===== config.mk =====
export PLATFORM = sky130hd
export DESIGN_NAME = sleepCtl
export DESIGN_NICKNAME = d
export VERILOG_FILES = /design/src/rtl/sleepPkg.sv /design/src/rtl/sleepLedGen.sv /design/src/rtl/sleepCtrl.sv /design/src/rtl/sleepDatapath.sv /design/src/rtl/sleepCtl.sv
export SDC_FILE = /design/constraint.sdc
export NUM_CORES = 1
export LEC_CHECK = 0
export BUFFER_PORTS_ARGS = -buffer_cell sky130_fd_sc_hd__buf_4
export CAP_MARGIN = 20
export CORE_MARGIN = 3
export CORE_UTILIZATION = 35
export CTS_BUF_LIST = sky130_fd_sc_hd__clkbuf_4
export CTS_CLUSTER_DIAMETER = 40
export DETAILED_ROUTE_END_ITERATION = 7
export GPL_TIMING_DRIVEN = 1
export SLEW_MARGIN = 15
export SYNTH_ARGS = -nofsm -noshare
export SYNTH_HDL_FRONTEND = slang
export SYNTH_SLANG_ARGS = --single-unit

===== constraint.sdc =====
create_clock -name clk -period 3.21 [get_ports clk]
set_input_delay 0.1605 -clock clk [delete_from_list [all_inputs] [get_ports clk]]
set_output_delay 0.1605 -clock clk [all_outputs]
set_load 0.005 [all_outputs]

===== src/rtl/sleepPkg.sv =====
package sleepPkg;
  typedef enum logic [2:0] {
    PH_RUN   = 3'd0,
    PH_SRIN  = 3'd1,
    PH_SLEEP = 3'd2,
    PH_LOCK  = 3'd3,
    PH_SROUT = 3'd4
  } phase_e;

  typedef enum logic [2:0] {
    DP_NONE = 3'd0,
    DP_SL1  = 3'd1,
    DP_SL2  = 3'd2,
    DP_SL3  = 3'd3,
    DP_SL4  = 3'd4,
    DP_SL5  = 3'd5
  } depth_e;

  // strobes from control to datapath
  typedef struct packed {
    phase_e phase;
    logic   captureDepth;
    logic   loadLock;
    logic   decLock;
    logic   latchThrottle;
  } ctlStrb_t;

  localparam logic [1:0] ADR_CTRL = 2'd0;
  localparam logic [1:0] ADR_WAKE = 2'd1;
  localparam logic [1:0] ADR_MISC = 2'd2;
  localparam logic [1:0] ADR_LOCK = 2'd3;

  localparam int BIT_GO    = 3;
  localparam int BIT_THROT = 4;
endpackage


===== src/rtl/sleepLedGen.sv =====
module sleepLedGen #(
  parameter int FAST_BIT = 12,
  parameter int SLOW_BIT = 14
) (
  input  logic       clk,
  input  logic       rstN,
  input  logic       rtcTick,
  input  logic [1:0] ledMode,
  output logic       ledLevel
);
  localparam int CNT_W = SLOW_BIT + 1;

  logic [CNT_W-1:0] divCnt;
  logic unusedDiv;

  always_ff @(posedge clk or negedge rstN) begin
    if (!rstN) divCnt <= '0;
    else if (rtcTick) divCnt <= divCnt + CNT_W'(1);
  end

  assign unusedDiv = ^divCnt;

  always_comb begin
    case (ledMode)
      2'd0:    ledLevel = 1'b0;
      2'd1:    ledLevel = 1'b1;
      2'd2:    ledLevel = divCnt[SLOW_BIT];
      default: ledLevel = divCnt[FAST_BIT];
    endcase
  end
endmodule


===== src/rtl/sleepCtrl.sv =====
module sleepCtrl
  import sleepPkg::*;
(
  input  logic     clk,
  input  logic     rstN,
  input  logic     goValid,
  input  logic     wakeHit,
  input  logic     lockDone,
  input  logic     srAck,
  output ctlStrb_t strb
);
  phase_e phQ, phD;

  always_ff @(posedge clk or negedge rstN) begin
    if (!rstN) phQ <= PH_RUN;
    else phQ <= phD;
  end

  always_comb begin
    phD = phQ;
    strb = '0;
    strb.phase = phQ;
    case (phQ)
      PH_RUN: begin
        if (goValid) begin
          strb.captureDepth = 1'b1;
          phD = PH_SRIN;
        end
      end
      PH_SRIN: begin
        if (srAck) phD = PH_SLEEP;
      end
      PH_SLEEP: begin
        if (wakeHit) begin
          strb.loadLock = 1'b1;
          strb.latchThrottle = 1'b1;
          phD = PH_LOCK;
        end
      end
      PH_LOCK: begin
        if (lockDone) phD = PH_SROUT;
        else strb.decLock = 1'b1;
      end
      PH_SROUT: begin
        if (!srAck) phD = PH_RUN;
      end
      default: phD = PH_RUN;
    endcase
  end
endmodule


===== src/rtl/sleepDatapath.sv =====
module sleepDatapath
  import sleepPkg::*;
#(
  parameter int DATA_W   = 16,
  parameter int WAKE_W   = 8,
  parameter int KEEP_W   = 4,
  parameter int LOCK_W   = 16,
  parameter int LOCK_RST = 8,
  parameter int FAST_BIT = 12,
  parameter int SLOW_BIT = 14,
  parameter logic [WAKE_W-1:0] MASK_SL1 = '1,
  parameter logic [WAKE_W-1:0] MASK_SL2 = WAKE_W'(8'h7F),
  parameter logic [WAKE_W-1:0] MASK_SL3 = WAKE_W'(8'h0F),
  parameter logic [WAKE_W-1:0] MASK_SL45 = WAKE_W'(8'h03)
) (
  input  logic              clk,
  input  logic              rstN,
  input  logic              regWr,
  input  logic [1:0]        regAddr,
  input  logic [DATA_W-1:0] regWdata,
  input  logic              rtcTick,
  input  logic [WAKE_W-1:0] wakeEvt,
  input  ctlStrb_t          strb,
  output logic              goValid,
  output logic              wakeHit,
  output logic              lockDone,
  output logic              coreClkEn,
  output logic              sysClkEn,
  output logic              pllEn,
  output logic [KEEP_W-1:0] keepClkEn,
  output logic              selfRefReq,
  output logic              pwrCtl1,
  output logic              pwrCtl2,
  output logic              onCtlN,
  output logic              sysRstN,
  output logic              throttleOn,
  output logic              ledOut
);
  localparam int KEEP_LO = 4;
  localparam int KEEP_HI = KEEP_LO + KEEP_W - 1;

  depth_e            depthQ;
  logic              throttleEnQ;
  logic              throttleOnQ;
  logic [WAKE_W-1:0] wakeEnQ;
  logic [1:0]        ledModeQ;
  logic [KEEP_W-1:0] keepSelQ;
  logic [LOCK_W-1:0] lockCfgQ;
  logic [LOCK_W-1:0] lockCntQ;
  logic [WAKE_W-1:0] depthMask;
  logic              ledLevel;
  logic              typeOk;
  logic              coldDepth;
  logic              deepOff;
  logic              unusedData;

  assign unusedData = ^regWdata;

  // request decode
  assign typeOk  = (regWdata[2:0] >= 3'd1) && (regWdata[2:0] <= 3'd5);
  assign goValid = regWr && (regAddr == ADR_CTRL) && regWdata[BIT_GO] && typeOk;

  // configuration registers
  always_ff @(posedge clk or negedge rstN) begin
    if (!rstN) begin
      throttleEnQ <= 1'b0;
      wakeEnQ     <= '1;
      ledModeQ    <= 2'd0;
      keepSelQ    <= '0;
      lockCfgQ    <= LOCK_W'(LOCK_RST);
    end else if (regWr) begin
      case (regAddr)
        ADR_CTRL: throttleEnQ <= regWdata[BIT_THROT];
        ADR_WAKE: wakeEnQ <= regWdata[WAKE_W-1:0];
        ADR_MISC: begin
          ledModeQ <= regWdata[1:0];
          keepSelQ <= regWdata[KEEP_HI:KEEP_LO];
        end
        default:  lockCfgQ <= regWdata[LOCK_W-1:0];
      endcase
    end
  end

  // sequencing state
  always_ff @(posedge clk or negedge rstN) begin
    if (!rstN) begin
      depthQ      <= DP_NONE;
      throttleOnQ <= 1'b0;
      lockCntQ    <= '0;
    end else begin
      if (strb.captureDepth) depthQ <= depth_e'(regWdata[2:0]);
      if (strb.latchThrottle) throttleOnQ <= throttleEnQ;
      if (strb.loadLock) lockCntQ <= lockCfgQ;
      else if (strb.decLock) lockCntQ <= lockCntQ - LOCK_W'(1);
    end
  end

  assign lockDone   = (lockCntQ == '0);
  assign throttleOn = throttleOnQ;

  // per-depth wake capability
  always_comb begin
    case (depthQ)
      DP_SL1:         depthMask = MASK_SL1;
      DP_SL2:         depthMask = MASK_SL2;
      DP_SL3:         depthMask = MASK_SL3;
      DP_SL4, DP_SL5: depthMask = MASK_SL45;
      default:        depthMask = '0;
    endcase
  end

  assign wakeHit   = |(wakeEvt & wakeEnQ & depthMask);
  assign coldDepth = (depthQ == DP_SL3) || (depthQ == DP_SL4) || (depthQ == DP_SL5);
  assign deepOff   = (depthQ == DP_SL4) || (depthQ == DP_SL5);

  sleepLedGen #(
    .FAST_BIT(FAST_BIT),
    .SLOW_BIT(SLOW_BIT)
  ) i_led (
    .clk     (clk),
    .rstN    (rstN),
    .rtcTick (rtcTick),
    .ledMode (ledModeQ),
    .ledLevel(ledLevel)
  );

  // output decode per phase and depth
  always_comb begin
    coreClkEn  = 1'b1;
    sysClkEn   = 1'b1;
    pllEn      = 1'b1;
    keepClkEn  = '1;
    selfRefReq = 1'b0;
    pwrCtl1    = 1'b1;
    pwrCtl2    = 1'b1;
    onCtlN     = 1'b0;
    sysRstN    = 1'b1;
    ledOut     = 1'b0;
    case (strb.phase)
      PH_SRIN: selfRefReq = 1'b1;
      PH_SLEEP: begin
        selfRefReq = 1'b1;
        coreClkEn  = 1'b0;
        case (depthQ)
          DP_SL1: ;
          DP_SL2: begin
            sysClkEn  = 1'b0;
            keepClkEn = keepSelQ;
            pllEn     = |keepSelQ;
            pwrCtl1   = 1'b0;
          end
          default: begin
            sysClkEn  = 1'b0;
            keepClkEn = '0;
            pllEn     = 1'b0;
            pwrCtl1   = 1'b0;
            pwrCtl2   = 1'b0;
            onCtlN    = deepOff;
            ledOut    = deepOff & ledLevel;
          end
        endcase
      end
      PH_LOCK: begin
        selfRefReq = 1'b1;
        coreClkEn  = 1'b0;
        sysClkEn   = (depthQ == DP_SL1);
        keepClkEn  = (depthQ == DP_SL1) ? '1 : '0;
        sysRstN    = !coldDepth;
      end
      default: ;
    endcase
  end
endmodule


===== src/rtl/sleepCtl.sv =====
module sleepCtl
  import sleepPkg::*;
#(
  parameter int DATA_W   = 16,
  parameter int WAKE_W   = 8,
  parameter int KEEP_W   = 4,
  parameter int LOCK_W   = 16,
  parameter int LOCK_RST = 8,
  parameter int FAST_BIT = 12,
  parameter int SLOW_BIT = 14
) (
  input  logic              clk,
  input  logic              rstN,
  input  logic              regWr,
  input  logic [1:0]        regAddr,
  input  logic [DATA_W-1:0] regWdata,
  input  logic              rtcTick,
  input  logic [WAKE_W-1:0] wakeEvt,
  input  logic              srAck,
  output logic              coreClkEn,
  output logic              sysClkEn,
  output logic              pllEn,
  output logic [KEEP_W-1:0] keepClkEn,
  output logic              selfRefReq,
  output logic              pwrCtl1,
  output logic              pwrCtl2,
  output logic              onCtlN,
  output logic              sysRstN,
  output logic              throttleOn,
  output logic              ledOut
);
  ctlStrb_t strb;
  logic     goValid;
  logic     wakeHit;
  logic     lockDone;

  sleepCtrl i_ctrl (
    .clk     (clk),
    .rstN    (rstN),
    .goValid (goValid),
    .wakeHit (wakeHit),
    .lockDone(lockDone),
    .srAck   (srAck),
    .strb    (strb)
  );

  sleepDatapath #(
    .DATA_W  (DATA_W),
    .WAKE_W  (WAKE_W),
    .KEEP_W  (KEEP_W),
    .LOCK_W  (LOCK_W),
    .LOCK_RST(LOCK_RST),
    .FAST_BIT(FAST_BIT),
    .SLOW_BIT(SLOW_BIT)
  ) i_dp (
    .clk       (clk),
    .rstN      (rstN),
    .regWr     (regWr),
    .regAddr   (regAddr),
    .regWdata  (regWdata),
    .rtcTick   (rtcTick),
    .wakeEvt   (wakeEvt),
    .strb      (strb),
    .goValid   (goValid),
    .wakeHit   (wakeHit),
    .lockDone  (lockDone),
    .coreClkEn (coreClkEn),
    .sysClkEn  (sysClkEn),
    .pllEn     (pllEn),
    .keepClkEn (keepClkEn),
    .selfRefReq(selfRefReq),
    .pwrCtl1   (pwrCtl1),
    .pwrCtl2   (pwrCtl2),
    .onCtlN    (onCtlN),
    .sysRstN   (sysRstN),
    .throttleOn(throttleOn),
    .ledOut    (ledOut)
  );
endmodule


==> reports/summary.log, run 1 <==
[status] result of the run finished clean
[floorplan] floorplan core area 9330 um2
[floorplan] starting density of the core 36.4%
[drt] via count 2597
[cells_and_area] post-synthesis to final-layout area growth 21.7%
[setup_path] maximum net fanout on the critical path 7
[synthesis] total nets after synthesis 341
[clock_network] number of cells upsized or downsized after cts 0
[cells_and_area] total number of nets in the final design 403
[place] number of buffer cells added on primary ports 44
[setup_path] arrival time reported for the critical path endpoint 2220 ps
[drt] final antenna-violating net count 0
[clock_network] TritonCTS clock tree built
[power_and_ir_drop] Pleak 1.74 nW
[sta] transition at the pin with the smallest max-transition slack 866 ps
[clock_network] maximum count of clock buffers along a single path 2
[place] HPWL after detailed placement 5610 um
[cells_and_area] ratio of cells with drive above 1 in the final layout 31.2%
[clock_network] TritonCTS sink count 69
[synthesis] mean post-synth cell area 11.0 um2
[clock_network] clock root buffer clkbuf_4
[power_and_ir_drop] overall power 3.15 mW
[clock_network] Clock transition at path regs 100 ps
[floorplan] placement row count 35
[sta] Min Hold Slack 2.03 ps
[drt] final routed wire length divided by cell count 15.9 um
[drt] number of iterations in the first detailed-routing pass 4
[floorplan] num ports 45
[synthesis] number of synthesized register bits 69
[global_routing] number of global-route vias before repair 2629
[floorplan] die width 105 um
[synthesis] post-synthesis cell count 308
[hold_path] type of the most critical hold path input port to flip-flop
[synthesis] Unique masters post-synth 50
[synthesis] leading register cell type out of synthesis dfrtp_1
[sta] Setup Total Neg Slack 0 ps
[sta] Final Hold Fails 0
[sta] final cycle utilization of the critical path 74.1%
[drt] final wirelength 8020 um
[synthesis] proportion of synthesized flip-flops having asynchronous set or reset 100%
[cells_and_area] fin util 44.3%
[setup_path] cell at the slowest stage of the critical path nor3_1
[floorplan] vertical die dimension 105 um
[job] max-cap violation count 0
[clock_network] count of hold buffers inserted by post-cts repair 11
[global_routing] number of antenna violations at the first check in global routing 0
[synthesis] area of the mapped netlist 3400 um2
[cells_and_area] # diodes 0
[synthesis] count of yosys warnings during synthesis 0
[setup_path] Worst R2R Setup Slack 850 ps
[clock_network] number of buffers created by CTS 9
[drt] Vias per Instance 5.15
[clock_network] insertion delay to the later sink of the worst-skew pair 430 ps
[sta] RSZ-0062 raised after global routing no
[global_routing] wire length of the first global-routing pass 13500 um
[setup_path] kind of start point of the critical path flip-flop
[hold_path] number of cells on the worst hold path 2
[setup_path] cell breakdown of the critical path nor2b_1 -> nand2b_1 -> nor3_1 -> a21o_1 -> buf_4
[sta] worst-case clock skew 15.4 ps
[clock_network] setup repair bufs after CTS 0
[drt] 1st-iter DRT viols 131
[global_routing] largest net degree at the start of global routing 70
[synthesis] count of flip-flops with a built-in enable after synthesis 0
[setup_path] type of the setup path with the least slack flip-flop to output pin
[setup_path] R2R cell count 5
[setup_path] critical path's largest stage delay 540 ps
[setup_path] endpoint kind of the worst setup timing path output pin
[power_and_ir_drop] Worst VDD drop 0.000365 V
[sta] Highest Clock Rate 420 MHz
[sta] final critical delay including setup and external delays 2380 ps
[place] global placer's final weighted congestion 0.794
[power_and_ir_drop] Cell Pwr Density 762 nW/um2
[floorplan] die area 10900 um2
[synthesis] register area share after synthesis 51.2%
[sta] final count of pins violating max slew 0
[clock_network] total number of H-tree levels 3
[setup_path] CP Data Required Time 3050 ps
[sta] final count of negative-setup-slack endpoints 0
[global_routing] global-route usage over all layers 15.4%
[global_routing] aggregate global routing overflow 0
[sta] Rel. slew slack 42.3%
[drt] remaining routing DRC violations 0
## cell usage in the layout, fill, tap and decap left out, types with 4 or more instances in the layout
master | synthesis | routed
o221ai_1 | 6 | 6
o211ai_1 | 14 | 14
a21o_1 | 4 | 4
nand2_1 | 22 | 22
clkbuf_4 | 0 | 14
buf_4 | 0 | 46
inv_1 | 6 | 6
dlygate4sd3_1 | 0 | 13
o31ai_1 | 4 | 4
o21ai_0 | 19 | 19
nand2b_1 | 8 | 8
mux2_2 | 37 | 37
and3_1 | 4 | 4
dfstp_2 | 9 | 9
dfrtp_1 | 60 | 60
xnor2_1 | 11 | 11
nor3_1 | 4 | 4
nand4_1 | 4 | 4
xor2_1 | 4 | 4
or3_1 | 6 | 6
nand3_1 | 11 | 11
nor2_1 | 21 | 21
## routing by layer
metal  vias to the layer above  track usage (%)  share of wire, %  routed length (um)
met4                         0             5.79               1.4                 109
met3                         8             2.92               3.2                 254
met1                      1291             21.1                48                3840
li1                       1257                -                 -                   -
met2                        41             24.0                48                3820
met5                         -                0                 0                   0
## cell families after synthesis
logic type | count (synthesis) | share of synthesized area, %
adders and majority gates | 2 | 0.737
muxes | 37 | 12.3
AOI/OAI and AO/OA | 70 | 14.6
and+or+nand+nor | 100 | 15.5
DFF | 69 | 51.2
buffers and inverters | 15 | 1.92
xor gates and xnor gates | 15 | 3.87
## flip-flops by register name (all words and copies together) (netlist names)
signal             count
i_dp.ledModeQ          2
i_dp.lockCntQ         16
i_dp.wakeEnQ           8
i_dp.depthQ            3
i_dp.throttleOn        1
i_dp.throttleEnQ       1
i_dp.i_led.divCnt     15
i_dp.lockCfgQ         16
i_dp.keepSelQ          4
i_ctrl.phQ             3
## Yosys cell counts (6+ instances only)
cell	instances	area, um2
nand2b_1	8	50.1
nand2_1	22	82.6
inv_1	6	22.5
clkbuf_1	7	26.3
or3_1	6	37.5
o21ai_0	19	95.1
nor2_1	21	78.8
dfrtp_1	60	1500
o221ai_1	6	52.6
xnor2_1	11	96.3
nand3_1	11	55.1
dfstp_2	9	236
o211ai_1	14	105
mux2_2	37	417
## power by group
part	switching (mW)	internal, mW
logic	0.598	0.589
registers	0.239	1.14
clock network	0.310	0.270
total	1.15	2.00
## cell type report
cell class,instances,area (um2)
Clock buffer,13,97.6
Tap cell,129,161
Clock inverter,3,38.8
Timing Repair Buffer,60,483
Inverter,6,22.5
Sequential cell,69,1740
Fill cell,896,5190
Multi-Input combinational cell,224,1590
## stage by stage
step	instances	area (um2)	setup WS, ps
3_3_place_gp	474	3860	729
5_1_grt	504	4140	629
6_report	504	4140	832
3_5_place_dp	474	3860	733
2_1_floorplan	308	3400	977
4_1_cts	501	4110	721
## critical path, delay by kind of cell, from the launching register on
family / cells / cell delay (ps)
AOI/OAI and AO/OA: 1 / 200
buffers and inverters: 1 / 100
and+or+nand+nor: 3 / 1040
DFF: 1 / 460
## path summary, 6_finish.rpt
check / from / to
max in group asynchronous: rstN / i_dp.keepSelQ[2]
hold reg to reg: i_dp.i_led.divCnt[13] / i_dp.i_led.divCnt[13]
min in group asynchronous: rstN / i_dp.lockCfgQ[11]
hold / removal: regWdata[6] / i_dp.lockCfgQ[6]
setup reg to reg: i_dp.lockCntQ[2] / i_dp.lockCntQ[7]
setup / recovery: i_ctrl.phQ[1] / keepClkEn[2]
(Power assumes the default switching activity.)
==> run 2: changes to the inputs <==
==> constraint.sdc (replaced) <==
create_clock -name clk -period 2.3 [get_ports clk]
set_input_delay 0.115 -clock clk [delete_from_list [all_inputs] [get_ports clk]]
set_output_delay 0.115 -clock clk [all_outputs]
set_load 0.005 [all_outputs]
==> reports/summary.log, run 2 (synthesized netlist as in run 1, its figures left out) <==
[status] result of the run finished clean
[drt] number of iterations in the first detailed-routing pass 4
[drt] Vias per Instance 5.13
[drt] final routed wire length divided by cell count 15.1 um
[cells_and_area] FILL cells 845
[cells_and_area] ratio of cells with drive above 1 in the final layout 33.8%
[setup_path] endpoint of the worst register-to-register path i_dp.lockCntQ[7]
[job] max-cap violation count 0
[setup_path] critical path endpoint i_dp.lockCntQ[7]
[sta] worst-case clock skew 17.0 ps
[power_and_ir_drop] Cell Pwr Density 1050 nW/um2
[global_routing] aggregate global routing overflow 0
[cells_and_area] registers with the most flip-flops i_dp.lockCfgQ (16), i_dp.lockCntQ (16), i_dp.i_led.divCnt (15)
[floorplan] starting density of the core 36.4%
[floorplan] num ports 45
[floorplan] placement row count 35
[sta] Highest Clock Rate 463 MHz
[sta] final count of pins violating max slew 0
[hold_path] type of the most critical hold path input port to flip-flop
[setup_path] type of the setup path with the least slack flip-flop to flip-flop
[global_routing] global-route usage over all layers 15.1%
[setup_path] endpoint kind of the worst setup timing path flip-flop
[cells_and_area] post-synthesis to final-layout area growth 26.7%
[floorplan] die width 105 um
[global_routing] wire length of the first global-routing pass 13400 um
[sta] transition at the pin with the smallest max-transition slack 872 ps
[sta] Setup Total Neg Slack 0 ps
[global_routing] number of antenna violations at the first check in global routing 0
[power_and_ir_drop] Pleak 1.82 nW
[cells_and_area] Layout Cells excl Fill 522
[place] HPWL after detailed placement 5580 um
[clock_network] maximum count of clock buffers along a single path 2
[setup_path] arrival time reported for the critical path endpoint 2490 ps
[sta] final critical delay including setup and external delays 2160 ps
[cells_and_area] leading cell type in the layout, fill and taps excluded dfrtp_1
[floorplan] vertical die dimension 105 um
[setup_path] Worst R2R Setup Slack 140 ps
[setup_path] beginning of the worst register-to-register path i_dp.lockCntQ[4]
[clock_network] total number of H-tree levels 3
[floorplan] floorplan core area 9330 um2
[place] Placed Instances 487
[place] number of buffer cells added on primary ports 44
[setup_path] kind of start point of the critical path flip-flop
[clock_network] setup repair bufs after CTS 0
[drt] final antenna-violating net count 0
[cells_and_area] total number of nets in the final design 421
[clock_network] number of buffers created by CTS 9
[sta] RSZ-0062 raised after global routing no
[sta] final count of negative-setup-slack endpoints 0
[clock_network] TritonCTS clock tree built
[setup_path] R2R cell count 5
[drt] 1st-iter DRT viols 144
[clock_network] clock root buffer clkbuf_4
[cells_and_area] # diodes 0
[drt] final wirelength 7900 um
[sta] final cycle utilization of the critical path 94.0%
[global_routing] largest net degree at the start of global routing 70
[global_routing] number of global-route vias before repair 2743
[power_and_ir_drop] Worst VDD drop 0.000473 V
[setup_path] maximum net fanout on the critical path 10
[sta] Rel. slew slack 41.9%
[cells_and_area] commonest cells after routing, fill and taps aside 60 x dfrtp_1, 59 x buf_4, 37 x mux2_2, 22 x nand2_1, 21 x nor2_1
[clock_network] TritonCTS sink count 69
[setup_path] CP Data Required Time 2630 ps
[floorplan] die area 10900 um2
[place] global placer's final weighted congestion 0.762
[drt] via count 2677
[setup_path] launch point of the critical path i_dp.lockCntQ[4]
[sta] Final Hold Fails 0
[clock_network] Clock transition at path regs 130 ps
[clock_network] insertion delay to the later sink of the worst-skew pair 420 ps
[drt] remaining routing DRC violations 0
run 2: cell count changes in the layout (fill, tap and decap cells not counted):
cell / delta
clkbuf_4: -4
buf_4: +13
clkinvlp_4: +2
inv_6: +1
nor3_1: -1
or3b_1: -2
nor2b_2: +1
dlygate4sd3_1: +6
nor2b_1: -1
or3b_4: +2
nor3_4: +1
run 2: per-layer routing:
layer | vias to the layer above | share of wire, % | GRT usage [%] | routed length, um
met5 | - | 0 | 0 | 0
met4 | 0 | 1.4 | 4.84 | 108
met3 | 12 | 4.2 | 3.48 | 332
met2 | 52 | 47 | 24.0 | 3730
met1 | 1310 | 47 | 20.5 | 3720
li1 | 1303 | - | - | -
run 2: critical path, cell delays in order, from the launching register on:
cell and delay (ps):
dfrtp_1 410, or3_4 410, or3_1 380, or3b_4 470
xnor2_1 140, mux2_2 260
run 2: what timing repair did:
action,in CTS,in global routing
endpoints found under the hold margin,99,0
hold buffers,19,0
cloned,0,0
pin swaps,0,0
gates resized for setup,1,4
endpoints found under the setup margin,4,9
run 2: layout make-up:
type                            count  area, um2  area share (%)
Inverter                            6       22.5           0.523
Tap cell                          129        161            3.75
Clock inverter                      6       62.6            1.45
Sequential cell                    69       1740            40.4
Multi-Input combinational cell    224       1610            37.5
Timing Repair Buffer               78        633            14.7
Clock buffer                       10       75.1            1.74
run 2: power by group:
part | internal, mW | leakage [nW] | switching, mW
logic | 0.934 | 0.915 | 0.886
registers | 1.60 | 0.830 | 0.308
clock network | 0.342 | 0.0704 | 0.452
run 2: worst min-delay path by stage:
stage	startpoint	to	slack (ps)	cells after the start
3_5_place_dp	rstN	i_dp.lockCntQ[12]	290	1
4_1_cts	regAddr[0]	i_dp.throttleEnQ	90	3
3_3_place_gp	rstN	i_dp.lockCntQ[10]	290	1
2_1_floorplan	rstN	i_ctrl.phQ[0]	-180	0
5_1_grt	regAddr[0]	i_dp.throttleEnQ	90	3
6_report	regAddr[0]	i_dp.throttleEnQ	100	3
run 2: metrics by stage:
| stage | hold WS (ps) | util, % | total power [mW] | area (um2) | setup WS, ps |
|---|---|---|---|---|---|
| after global placement | 286 | 42.4 | 3.67 | 3960 | 115 |
| after global routing | 90.8 | 46.2 | 4.88 | 4310 | 38.3 |
| after CTS | 91.7 | 46.0 | 4.54 | 4290 | 64.6 |
| after floorplan | -181 | - | 2.94 | 3400 | 66.7 |
| after detailed placement | 293 | 42.4 | 3.71 | 3960 | 77.0 |
| final | 103 | 46.2 | 4.52 | 4310 | 139 |
